`src/rtl/bank_map_pkg.sv`:
```
package bank_map_pkg;

  typedef enum logic [2:0] {
    DEV_NONE  = 3'd0,
    DEV_MAIN  = 3'd1,
    DEV_FONT  = 3'd2,
    DEV_CART  = 3'd3,
    DEV_RAM   = 3'd4,
    DEV_VOICE = 3'd5,
    DEV_CHAR  = 3'd6
  } dev_e;

  typedef struct packed {
    dev_e       dev;
    logic [1:0] page;
  } win_src_t;

  // slot kinds inside a pair code
  typedef enum logic [2:0] {
    SLOT_EMPTY = 3'd0,
    SLOT_MAIN  = 3'd1,
    SLOT_FONT  = 3'd2,
    SLOT_CLO   = 3'd3,
    SLOT_CHI   = 3'd4,
    SLOT_RAM   = 3'd5
  } slot_e;

endpackage

```
`src/rtl/bank_cfg_regs.sv`:
```
module bank_cfg_regs #(
  parameter int          NUM_REGION = 4,
  parameter logic [7:0]  PORT_RD_LO = 8'hF0,
  parameter logic [7:0]  PORT_RD_HI = 8'hF1,
  parameter logic [7:0]  PORT_WEN   = 8'hF2,
  parameter logic [7:0]  PORT_FONT  = 8'hC2,
  parameter logic [7:0]  RST_RD_LO  = 8'h11,
  parameter logic [7:0]  RST_RD_HI  = 8'hDD,
  parameter logic [7:0]  RST_WEN    = 8'h50
) (
  input  logic                  clk,
  input  logic                  rst_n,
  input  logic                  io_wr,
  input  logic [7:0]            io_addr,
  input  logic [7:0]            io_wdata,
  input  logic                  chr_sel_n,
  output logic [7:0]            rd_lo,
  output logic [7:0]            rd_hi,
  output logic [NUM_REGION-1:0] wen,
  output logic                  font_half,
  output logic                  chr_low,
  output logic [7:0]            io_rdata
);

  logic [7:0]            rd_lo_d, rd_hi_d;
  logic [NUM_REGION-1:0] wen_d, wen_rst, wen_from_bus;
  logic                  font_half_d, chr_low_d;
  logic                  hit_lo, hit_hi, hit_wen, hit_font;

  // even bits of the write-enable port map to regions
  for (genvar r = 0; r < NUM_REGION; r++) begin : g_wen_bits
    assign wen_from_bus[r] = io_wdata[2*r];
    assign wen_rst[r]      = RST_WEN[2*r];
  end

  assign hit_lo   = io_wr && (io_addr == PORT_RD_LO);
  assign hit_hi   = io_wr && (io_addr == PORT_RD_HI);
  assign hit_wen  = io_wr && (io_addr == PORT_WEN);
  assign hit_font = io_wr && (io_addr == PORT_FONT);

  always_comb begin
    rd_lo_d     = rd_lo;
    rd_hi_d     = rd_hi;
    wen_d       = wen;
    font_half_d = font_half;
    chr_low_d   = !chr_sel_n;
    if (hit_lo)   rd_lo_d     = io_wdata;
    if (hit_hi)   rd_hi_d     = io_wdata;
    if (hit_wen)  wen_d       = wen_from_bus;
    if (hit_font) font_half_d = io_wdata[1];
  end

  always_ff @(posedge clk or negedge rst_n) begin
    if (!rst_n) begin
      rd_lo     <= RST_RD_LO;
      rd_hi     <= RST_RD_HI;
      wen       <= wen_rst;
      font_half <= 1'b0;
      chr_low   <= 1'b0;
    end else begin
      rd_lo     <= rd_lo_d;
      rd_hi     <= rd_hi_d;
      wen       <= wen_d;
      font_half <= font_half_d;
      chr_low   <= chr_low_d;
    end
  end

  always_comb begin
    if (io_addr == PORT_RD_LO)      io_rdata = rd_lo;
    else if (io_addr == PORT_RD_HI) io_rdata = rd_hi;
    else                            io_rdata = 8'hFF;
  end

endmodule

```
`src/rtl/bank_pair_decode.sv`:
```
module bank_pair_decode
  import bank_map_pkg::*;
#(
  parameter bit UPPER     = 1'b0,
  parameter bit VOICE_ALT = 1'b0
) (
  input  logic [3:0] code,
  input  logic       font_half,
  output win_src_t   even_src,
  output win_src_t   odd_src
);

  localparam logic [1:0] MAIN_BASE = UPPER ? 2'd2 : 2'd0;

  slot_e even_kind, odd_kind;

  always_comb begin
    even_kind = SLOT_EMPTY;
    odd_kind  = SLOT_EMPTY;
    unique case (code)
      4'h1: begin even_kind = SLOT_MAIN;  odd_kind = SLOT_MAIN;  end
      4'h2: begin even_kind = SLOT_FONT;  odd_kind = SLOT_FONT;  end
      4'h3: begin even_kind = SLOT_CHI;   odd_kind = SLOT_CHI;   end
      4'h4: begin even_kind = SLOT_CLO;   odd_kind = SLOT_CLO;   end
      4'h5: begin even_kind = SLOT_FONT;  odd_kind = SLOT_MAIN;  end
      4'h6: begin even_kind = SLOT_MAIN;  odd_kind = SLOT_FONT;  end
      4'h7: begin even_kind = SLOT_CLO;   odd_kind = SLOT_CHI;   end
      4'h8: begin even_kind = SLOT_CHI;   odd_kind = SLOT_CLO;   end
      4'h9: begin even_kind = SLOT_CHI;   odd_kind = SLOT_MAIN;  end
      4'hA: begin even_kind = SLOT_MAIN;  odd_kind = SLOT_CHI;   end
      4'hB: begin even_kind = SLOT_CLO;   odd_kind = SLOT_FONT;  end
      4'hC: begin even_kind = SLOT_FONT;  odd_kind = SLOT_CLO;   end
      4'hD: begin even_kind = SLOT_RAM;   odd_kind = SLOT_RAM;   end
      default: begin even_kind = SLOT_EMPTY; odd_kind = SLOT_EMPTY; end
    endcase
  end

  function automatic win_src_t slot_to_src(slot_e kind, logic odd, logic fh);
    win_src_t s;
    s.dev  = DEV_NONE;
    s.page = 2'd0;
    case (kind)
      SLOT_MAIN: begin s.dev = DEV_MAIN; s.page = MAIN_BASE | {1'b0, odd}; end
      SLOT_FONT: begin
        if (VOICE_ALT) begin s.dev = DEV_VOICE; s.page = {1'b0, odd}; end
        else           begin s.dev = DEV_FONT;  s.page = {fh, odd};   end
      end
      SLOT_CLO:  begin s.dev = DEV_CART; s.page = 2'd0; end
      SLOT_CHI:  begin s.dev = DEV_CART; s.page = 2'd1; end
      SLOT_RAM:  begin s.dev = DEV_RAM;  s.page = 2'd0; end
      default:   begin s.dev = DEV_NONE; s.page = 2'd0; end
    endcase
    return s;
  endfunction

  assign even_src = slot_to_src(even_kind, 1'b0, font_half);
  assign odd_src  = slot_to_src(odd_kind,  1'b1, font_half);

endmodule

```
`src/rtl/bank_map_ctrl.sv`:
```
module bank_map_ctrl
  import bank_map_pkg::*;
#(
  parameter int         ADDR_W     = 16,
  parameter int         PAGE_W     = 13,
  parameter int         CHAR_WIN   = 3,
  parameter logic [7:0] PORT_RD_LO = 8'hF0,
  parameter logic [7:0] PORT_RD_HI = 8'hF1,
  parameter logic [7:0] PORT_WEN   = 8'hF2,
  parameter logic [7:0] PORT_FONT  = 8'hC2
) (
  input  logic              clk,
  input  logic              rst_n,
  input  logic [ADDR_W-1:0] cpu_addr,
  input  logic              mem_wr,
  input  logic              io_wr,
  input  logic [7:0]        io_addr,
  input  logic [7:0]        io_wdata,
  input  logic              chr_sel_n,
  output logic [2:0]        rd_dev,
  output logic [ADDR_W-1:0] rd_off,
  output logic              wr_strobe,
  output logic [ADDR_W-1:0] wr_off,
  output logic [7:0]        io_rdata
);

  localparam int WIN_W      = ADDR_W - PAGE_W;
  localparam int NUM_WIN    = 1 << WIN_W;
  localparam int NUM_PAIR   = NUM_WIN / 2;
  localparam int NUM_REGION = NUM_WIN / 2;
  localparam int PAD_W      = ADDR_W - PAGE_W - 2;

  logic [7:0]            rd_lo, rd_hi;
  logic [NUM_REGION-1:0] wen;
  logic                  font_half, chr_low;
  logic [15:0]           field_vec;
  win_src_t              wins [NUM_WIN];
  win_src_t              sel_src;
  logic [WIN_W-1:0]      win_idx;
  logic [WIN_W-2:0]      region_idx;

  bank_cfg_regs #(
    .NUM_REGION (NUM_REGION),
    .PORT_RD_LO (PORT_RD_LO),
    .PORT_RD_HI (PORT_RD_HI),
    .PORT_WEN   (PORT_WEN),
    .PORT_FONT  (PORT_FONT)
  ) u_cfg (
    .clk       (clk),
    .rst_n     (rst_n),
    .io_wr     (io_wr),
    .io_addr   (io_addr),
    .io_wdata  (io_wdata),
    .chr_sel_n (chr_sel_n),
    .rd_lo     (rd_lo),
    .rd_hi     (rd_hi),
    .wen       (wen),
    .font_half (font_half),
    .chr_low   (chr_low),
    .io_rdata  (io_rdata)
  );

  assign field_vec = {rd_hi, rd_lo};

  for (genvar p = 0; p < NUM_PAIR; p++) begin : g_pair
    bank_pair_decode #(
      .UPPER     (p[0]),
      .VOICE_ALT (p == 1)
    ) u_dec (
      .code      (field_vec[4*p +: 4]),
      .font_half (font_half),
      .even_src  (wins[2*p]),
      .odd_src   (wins[2*p+1])
    );
  end

  assign win_idx    = cpu_addr[ADDR_W-1:PAGE_W];
  assign region_idx = cpu_addr[ADDR_W-1:PAGE_W+1];

  always_comb begin
    sel_src = wins[win_idx];
    if (chr_low && (win_idx == WIN_W'(CHAR_WIN))) begin
      sel_src.dev  = DEV_CHAR;
      sel_src.page = 2'd0;
    end
  end

  always_comb begin
    rd_dev = sel_src.dev;
    if (sel_src.dev == DEV_RAM) rd_off = cpu_addr;
    else rd_off = {{PAD_W{1'b0}}, sel_src.page, cpu_addr[PAGE_W-1:0]};
  end

  assign wr_strobe = mem_wr && wen[region_idx];
  assign wr_off    = cpu_addr;

endmodule

```
`config.mk`:
```
export PLATFORM = sky130hd
export DESIGN_NAME = bank_map_ctrl
export DESIGN_NICKNAME = d
export VERILOG_FILES = /design/src/rtl/bank_map_pkg.sv /design/src/rtl/bank_cfg_regs.sv /design/src/rtl/bank_pair_decode.sv /design/src/rtl/bank_map_ctrl.sv
export SDC_FILE = /design/constraint.sdc
export NUM_CORES = 1
export LEC_CHECK = 0
export BUFFER_PORTS_ARGS = -buffer_cell sky130_fd_sc_hd__buf_2
export CAP_MARGIN = 30
export CORE_UTILIZATION = 55
export CTS_CLUSTER_SIZE = 30
export DETAILED_ROUTE_END_ITERATION = 8
export PLACE_DENSITY = 0.82
export SLEW_MARGIN = 20
export SYNTH_ARGS = -nofsm -noshare
export SYNTH_HDL_FRONTEND = slang
export SYNTH_SLANG_ARGS = --single-unit
```
`constraint.sdc`:
```
create_clock -name clk -period 8.7 [get_ports clk]
set_clock_uncertainty 0.2 [all_clocks]
set_input_delay 0.87 -clock clk [delete_from_list [all_inputs] [get_ports clk]]
set_output_delay 0.87 -clock clk [all_outputs]
set_load 0.01 [all_outputs]
```
==> results.cfg, run 1 <==
[sta]
setup-violations-final = 0
slew-limit-headroom_pct = 40.2
fmax_mhz = 225
finalMaxSlewViolations = 0
grt_setup_unrepaired = false
tightest_slew_ns = 0.890
period_share_pct = 51.0
fin_crit_ns = 4.44
fin_tns_setup_ns = 0
finalWorstSetupSlack_ns = 4.26
hold_viol_final = 0

[grt]
first_global_vias = 2380
grt_pass1_wl_mm = 11.1
antenna_found_initial = 0
use_met2_pct = 40.0
grt_overflow = 0
use_met1_pct = 29.4
grt_start_max_net_pins = 26
use_met3_pct = 2.09
grt_usage_pct = 22.7
busiest_layer = met2

[critical_path]
crit_arrival_ns = 3.37
crit_path_end_kind = output pin
path_cells = inv_1 > ha_1 > mux4_2 > a2111oi_1 > a211o_1 > nand3_1 > a22oi_4 > nor2_1 > a221o_1 > buf_2
required_ns = 7.63
criticalPathCategory = reg -> out
cp-start-kind = flip-flop
critPathMaxFanout = 6
cp_slowest_cell = dfstp_2
cpPeakStageDelay_ns = 0.58

[floorplan]
die_area_um2 = 6120
die_h_um = 78.2
pin_count = 81
floorplan.rows = 27
coreArea_um2 = 5540
start_util_pct = 57.7
die_x_um = 78.2

[logic_synthesis]
synthAdderAreaFrac_pct = 10.2
synth_top_family_by_area = compound AO/OA/AOI/OAI gates
synth_edf_count = 0
yosys.area_share.xor_xnor_pct = 1.10
synthArstFlopShare_pct = 100
yosys_warnings = 0
synth_compound_area_share_pct = 24.5
ys_ff_latch = 22
synth_cell_type_count = 77
synth-simple-area-share_pct = 20.4
postSynthCellCount = 361
postSynthAreaPerCell_um2 = 8.86
ys.flop_type = dfrtp_1
ys_seq_area_share_pct = 17.6
synth.cell_area_um2 = 3200
syn_nets = 424
synthMuxAreaShare_pct = 13.7

[place]
gp_congestion = 0.899
hpwl_mm = 5.38
pre_cts_slack_ns = 4.60
io_buffers = 41

[layout]
nFillCells = 494
finalNetCount = 424
fin_util_pct = 57.5
seq_area_um2 = 563
areaGrowthSynthToFinish_pct = -0.313
num_antenna_cells = 0
layout-drive-gt1-share_pct = 30.9
multiInputGateArea_um2 = 2230
mostFrequentLayoutCell = buf_2
final_cell_mix = buf_2 (41), nand2_1 (32), ha_1 (26)

[detailed_routing]
drt_iter0_drc = 165
dr_total_vias = 2599
drc = 0
via_per_inst = 6.03
wl_per_cell_um = 15.7
dr.pass1.iters = 4
postRouteAntennaNets = 0
wirelength_mm = 6.75

[run]
maxCapViolCount = 0

[cts]
postCtsHoldBufs = 0
cts_tree = built
cts_buffers = 3
cts_setup_buffers = 0
clk_pin_slew_ns = 0.07
cts.sink_count = 22
clock-root-buffer = clkbuf_8
clock_latency_ns = 0.26
cts-resized-gates = 0
h-tree-depth = 1
clockBufferDepth = 2

[hold_path]
hold_path_class = reg -> reg

[power_and_ir_drop]
cellPowerDensity_nw_per_um2 = 107
ir_worst_vdd_mv = 0.134
leakagePower_uw = 0.00135

[outcome]
status = complete, no violations
power by group:
part	internal [uW]	total (uW)	switching [uW]
combinational	70.9	157	86.0
sequential	110	124	13.6
clock	30.9	61.8	30.9
flip-flops by register name (all words and copies together), names as in the netlist:
register and flops:
u_cfg.rd_hi 8, u_cfg.font_half 1, u_cfg.rd_lo 8, u_cfg.chr_low 1, u_cfg.wen 4
cells in the mapped netlist (all sizes together) (3+ instances only):
| master | instances | area [um2] |
|---|---|---|
| o21bai | 3 | 22.5 |
| o32a | 3 | 31.3 |
| o31ai | 8 | 83.8 |
| dfstp | 10 | 263 |
| o211ai | 7 | 52.6 |
| a221oi | 4 | 53.8 |
| mux2 | 18 | 203 |
| xnor2 | 4 | 35.0 |
| a21oi | 10 | 65.1 |
| nor3 | 3 | 15.0 |
| buf | 38 | 287 |
| and2b | 5 | 41.3 |
| nand2b | 5 | 31.3 |
| ha | 26 | 325 |
| a21bo | 4 | 40.0 |
| or2 | 7 | 43.8 |
| and3 | 5 | 32.5 |
| nand2 | 32 | 120 |
| o21ai | 21 | 105 |
| dfrtp | 12 | 300 |
| mux2i | 10 | 100 |
| a31oi | 3 | 18.8 |
| o32ai | 5 | 77.6 |
| or3 | 4 | 26.3 |
| and2 | 8 | 51.3 |
| inv | 14 | 52.6 |
| clkbuf | 8 | 60.1 |
| mux4 | 6 | 135 |
| a211oi | 3 | 27.5 |
| nand3 | 7 | 40.0 |
| nor2b | 15 | 93.8 |
| nor2 | 25 | 93.8 |
layout make-up:
type                    count  area share [%]
repair buffers             41            6.44
inverters                  14            1.65
multi-input cells         279            70.1
well taps                  72            2.83
flip-flops and latches     22            17.7
clock buffers               3            1.30
final timing paths:
check	from	depth (start not counted)	slack, ns	to
setup / recovery	u_cfg.rd_lo[4]$_DFFE_PN1P_	10	4.26	rd_off[13]
min in group asynchronous	rst_n	1	0.35	u_cfg.rd_hi[1]$_DFFE_PN0P_
hold reg to reg	u_cfg.wen[1]$_DFFE_PN0P_	1	0.31	u_cfg.wen[1]$_DFFE_PN0P_
setup reg to reg	u_cfg.rd_lo[6]$_DFFE_PN0P_	1	7.45	u_cfg.rd_lo[6]$_DFFE_PN0P_
max in group asynchronous	rst_n	1	7.60	u_cfg.rd_lo[4]$_DFFE_PN1P_
hold / removal	u_cfg.wen[1]$_DFFE_PN0P_	1	0.31	u_cfg.wen[1]$_DFFE_PN0P_
critical path: cells and delay by family, from the launching register on:
kind,cells,cell delay [ns]
AOI/OAI and AO/OA,4,1.30
DFF,1,0.58
muxes,1,0.54
buffers and inverters,2,0.24
adders and majority gates,1,0.24
and+or+nand+nor,2,0.19
cells by family (layout without fill, tap and decap cells):
logic type,count (synthesis),count (layout)
mux,34,34
flops,22,22
buf+inv,60,58
simple gates,123,123
xor+xnor,4,4
fa+ha+maj,26,26
compound gates,92,92
per-layer routing:
layer | part of all wire (%) | vias to the layer above
met4 | 1.2 | 0
met3 | 6.3 | 11
met1 | 46 | 1208
met5 | 0 | -
li1 | - | 1284
met2 | 47 | 96
per-stage QoR:
stage,power (uW),cells,cell area [um2],hold WS (ns)
5_1_grt,365,431,3190,0.316
3_5_place_dp,281,428,3150,0.294
2_1_floorplan,258,361,3200,0.275
4_1_cts,343,431,3190,0.310
6_report,342,431,3190,0.311
3_3_place_gp,276,428,3150,0.288
Note: power is estimated with default switching activity, not from simulation.
==> run 2, diff against run 1 <==
Clock period 8.7 ns to 4.35 ns, I/O delays scaled along.
==> run 2 against run 1 <==
Net effect: first-iteration DRC count decreased by 34%; clock-buffer cell count did not move; via count decreased by 0.35%; worst setup slack worse by 4.0 ns; sequential power increased by 99%; sequential cell count unchanged; global-route usage fell by 0.43 points; critical path depth unchanged; die area unchanged; critical endpoint unchanged.
==> results.cfg, run 2 (same netlist as run 1, synthesis figures left out) <==
[outcome]
status = complete, no violations

[sta]
grt_setup_unrepaired = false
setup-violations-final = 0
period_share_pct = 93.8
fmax_mhz = 245
finalMaxSlewViolations = 0
finalWorstSetupSlack_ns = 0.268
fin_crit_ns = 4.08
fin_hold_ws_ns = 0.127
fin_tns_setup_ns = 0
slew-limit-headroom_pct = 39.0
tightest_slew_ns = 0.907
hold_viol_final = 0

[critical_path]
required_ns = 3.71
criticalPathCategory = reg -> out
reg2reg_depth = 1
crit_arrival_ns = 3.45
cp-start-kind = flip-flop
r2r_setup_slack_ns = 3.08
crit_path_end_kind = output pin
r2r_start = u_cfg.rd_lo[6]$_DFFE_PN0P_
critPathMaxFanout = 6
r2r_end = u_cfg.rd_lo[6]$_DFFE_PN0P_

[place]
io_buffers = 41
hpwl_mm = 5.38
pre_cts_slack_ns = 0.597
gp_congestion = 0.861

[detailed_routing]
drc = 0
dr_total_vias = 2590
wl_per_cell_um = 15.8
postRouteAntennaNets = 0
drt_iter0_drc = 109
wirelength_mm = 6.84
dr.pass1.iters = 4
via_per_inst = 6.00

[hold_path]
hp-start = chr_sel_n
hold_path_class = in -> reg
hold_depth = 2
hold_end = u_cfg.chr_low$_DFF_PN0_

[grt]
grt_overflow = 0
grt_usage_pct = 22.3
first_global_vias = 2334
antenna_found_initial = 0
grt_start_max_net_pins = 26
grt_pass1_wl_mm = 11.0

[power_and_ir_drop]
ir_worst_vdd_mv = 0.251
power_uw = 683
cellPowerDensity_nw_per_um2 = 214
leakagePower_uw = 0.00136

[cts]
cts_buffers = 3
clock_latency_ns = 0.26
clk_pin_slew_ns = 0.07
h-tree-depth = 1
clock-root-buffer = clkbuf_8
clockBufferDepth = 2
cts.sink_count = 22
cts_tree = built

[layout]
finalNetCount = 425
final_cell_mix = buf_2 (41), nand2_1 (32), ha_1 (26)
seq_area_um2 = 563
areaGrowthSynthToFinish_pct = 0.000125
num_antenna_cells = 0
multiInputGateArea_um2 = 2230
top_regs = u_cfg.rd_hi x8, u_cfg.rd_lo x8, u_cfg.wen x4
nFillCells = 500
mostFrequentLayoutCell = buf_2
layout-drive-gt1-share_pct = 30.8

[floorplan]
die_area_um2 = 6120
floorplan.rows = 27
start_util_pct = 57.7
die_h_um = 78.2
pin_count = 81
coreArea_um2 = 5540
die_x_um = 78.2

[run]
maxCapViolCount = 0
## run 2: stage by stage
step,area (um2),cells,utilization (%)
floorplan,3200,361,-
global placement,3150,428,56.8
finish,3200,432,57.7
detailed placement,3150,428,56.8
CTS,3200,432,57.7
global route,3200,432,57.7
## run 2: area by class of cell
cell class	instances	share of cell area, %
multi-input combinational	279	69.9
tap	72	2.82
timing repair buffer	42	6.73
inverter	14	1.64
clock buffer	3	1.29
sequential	22	17.6
## run 2: worst max-delay path by stage
stage                                from    endpoint  slack [ns]
6_report       u_cfg.rd_lo[4]$_DFFE_PN1P_  rd_off[13]        0.27
5_1_grt        u_cfg.rd_lo[5]$_DFFE_PN0P_  rd_off[13]        0.11
3_5_place_dp   u_cfg.rd_lo[4]$_DFFE_PN1P_  rd_off[13]        0.60
3_3_place_gp   u_cfg.rd_lo[4]$_DFFE_PN1P_  rd_off[13]        0.64
2_1_floorplan  u_cfg.rd_lo[4]$_DFFE_PN1P_  rd_off[13]        1.02
4_1_cts        u_cfg.rd_lo[4]$_DFFE_PN1P_  rd_off[13]        0.29
## run 2: power breakdown
group	leakage, uW	switching [uW]	total (uW)	internal (uW)
sequential	0.000258	27.3	247	220
combinational	0.00108	173	315	142
clock	0.0000216	58.7	120	61.7
## run 2: layer usage
metal / part of all wire [%] / track usage (%)
met5: 0 / 0
met4: 1.1 / 7.04
met3: 6.6 / 2.33
met2: 44 / 36.6
met1: 48 / 30.6
## run 2: timing repair
item                      4_1_cts  5_1_grt
hold endpoints to repair       12        0
gates resized for setup         0        0
buffers inserted                0        0
hold buffers                    1        0
## run 2: worst max-delay path, cell delays in order, from the launching register on
cell and delay, ns:
dfstp_2 0.58, inv_1 0.10, ha_1 0.24, mux4_2 0.56
a2111oi_1 0.66, a211o_1 0.18, nand3_1 0.12, a22oi_4 0.20
nor2_1 0.07, a221o_1 0.33, buf_2 0.14
==> run 3, diff against run 2 <==
Settings changed: CELL_PAD_IN_SITES_DETAIL_PLACEMENT set to 0, CELL_PAD_IN_SITES_GLOBAL_PLACEMENT set to 1, CORE_UTILIZATION 55 to 41, PLACE_DENSITY 0.82 to unset, PLACE_DENSITY_LB_ADDON set to 0.1.
==> run 3 against run 2 <==
Net effect: cell area up 1.5%; final cell count up 6.5%; combinational power about the same; total power up 3.9%; die area up 33%; maximum frequency up 0.13%; worst setup slack better by 0.0052 ns; routed wire length up 6.5%; sequential cell count unchanged; utilization down 14 points; critical path depth unchanged; clock-buffer cell count up 1.
==> results.cfg, run 3 (same netlist as run 1, synthesis figures left out) <==
[power_and_ir_drop]
leakagePower_uw = 0.00136
switching_share_pct = 37.6
cellPowerDensity_nw_per_um2 = 219
netSwitchingPower_uw = 267
pwr-share-clk_pct = 20.8
power_uw = 710
pwr-share-comb_pct = 44.4
power_frac_seq_pct = 34.8
ir_worst_vdd_mv = 0.125
internal-power_uw = 443

[critical_path]
r2r_setup_slack_ns = 3.09
r2r_end = u_cfg.rd_lo[6]$_DFFE_PN0P_
required_ns = 3.71
crit_arrival_ns = 3.44
crit_path_end_kind = output pin
r2r_start = u_cfg.rd_lo[6]$_DFFE_PN0P_
cp-start-kind = flip-flop
criticalPathCategory = reg -> out
reg2reg_depth = 1
critPathMaxFanout = 6

[layout]
num_antenna_cells = 0
finalNetCount = 425
nFillCells = 755
areaGrowthSynthToFinish_pct = 1.49
layout-drive-gt1-share_pct = 31.0
final_cell_mix = buf_2 (41), nand2_1 (32), ha_1 (26)
top_regs = u_cfg.rd_hi x8, u_cfg.rd_lo x8, u_cfg.wen x4
mostFrequentLayoutCell = buf_2
fin_util_pct = 43.8

[hold_path]
hp-start = chr_sel_n
hold_depth = 2
hold_path_class = in -> reg
hold_end = u_cfg.chr_low$_DFF_PN0_

[sta]
setup-violations-final = 0
slew-limit-headroom_pct = 39.4
finalWorstSetupSlack_ns = 0.273
tightest_slew_ns = 0.902
grt_setup_unrepaired = false
period_share_pct = 93.7
hold_viol_final = 0
fmax_mhz = 245
finalMaxSlewViolations = 0
fin_crit_ns = 4.08
fin_tns_setup_ns = 0

[detailed_routing]
postRouteAntennaNets = 0
dr_total_vias = 2497
dr.pass1.iters = 4
wl_per_cell_um = 15.8
wirelength_mm = 7.29
drt_iter0_drc = 149
via_per_inst = 5.43
drc = 0

[grt]
grt_overflow = 0
grt_pass1_wl_mm = 11.8
grt_usage_pct = 17.9
grt_start_max_net_pins = 26
antenna_found_initial = 0
use_met1_pct = 26.0
busiest_layer = met2
use_met2_pct = 28.9
first_global_vias = 2312
use_met3_pct = 1.85

[place]
gp_congestion = 0.813
hpwl_mm = 5.75
pre_cts_slack_ns = 0.556
io_buffers = 41

[cts]
cts_tree = built
clock_latency_ns = 0.26
cts.sink_count = 22
clk_pin_slew_ns = 0.08
cts_buffers = 3
h-tree-depth = 1
cts-resized-gates = 0
cts_setup_buffers = 0
clockBufferDepth = 2
clock-root-buffer = clkbuf_8

[floorplan]
pin_count = 81
start_util_pct = 43.2
die_area_um2 = 8150
die_h_um = 90.3
floorplan.rows = 31
die_x_um = 90.3
coreArea_um2 = 7410

[outcome]
status = complete, no violations

[run]
maxCapViolCount = 0
-- run 3: critical path: stages, from the launching register on --
cell	delay [ns]
dfstp_2	0.59
inv_1	0.11
ha_1	0.24
mux4_2	0.55
a2111oi_1	0.60
a211o_1	0.19
nand3_1	0.13
a22oi_4	0.21
nor2_1	0.07
a221o_1	0.35
buf_2	0.14
-- run 3: power by group through the flow --
stage | clock network, uW | logic, uW | registers (uW)
floorplan | 0 | 281 | 235
global placement | 0 | 316 | 250
detailed placement | 0 | 315 | 251
CTS | 153 | 317 | 247
global route | 162 | 348 | 251
finish | 147 | 315 | 247
-- run 3: routing by layer --
layer / vias up / share of wire, %
met3: 2 / 2.6
met4: 0 / 0.40
met1: 1191 / 52
met5: - / 0
met2: 25 / 45
li1: 1279 / -
-- run 3: cell type report --
cell class	instances	area, um2	area share, %
flip-flops and latches	22	563	17.4
multi-input cells	279	2230	68.9
clock buffers	4	55.1	1.70
inverters	14	52.6	1.62
well taps	99	124	3.82
repair buffers	42	215	6.63
-- run 3: per-stage QoR --
step	hold slack, ns	cell area, um2	cells
final	0.111	3240	460
after global routing	0.108	3240	460
after CTS	0.106	3240	460
after detailed placement	0.240	3180	455
after global placement	0.242	3180	455
after floorplan	-0.0606	3200	361
-- run 3: what timing repair did --
action,4_1_cts,5_1_grt
endpoints found under the setup margin,0,0
endpoints found under the hold margin,12,0
hold buffers,1,0
-- run 3: how the worst max path moves through the flow --
stage	startpoint	endpoint	slack, ns	cells past startpoint
CTS	u_cfg.rd_lo[4]$_DFFE_PN1P_	rd_off[13]	0.25	10
floorplan	u_cfg.rd_lo[4]$_DFFE_PN1P_	rd_off[13]	1.02	9
finish	u_cfg.rd_lo[4]$_DFFE_PN1P_	rd_off[13]	0.27	10
detailed placement	u_cfg.rd_lo[4]$_DFFE_PN1P_	rd_off[13]	0.56	10
global route	u_cfg.rd_lo[5]$_DFFE_PN0P_	rd_off[13]	0.07	10
global placement	u_cfg.rd_lo[4]$_DFFE_PN1P_	rd_off[13]	0.54	10
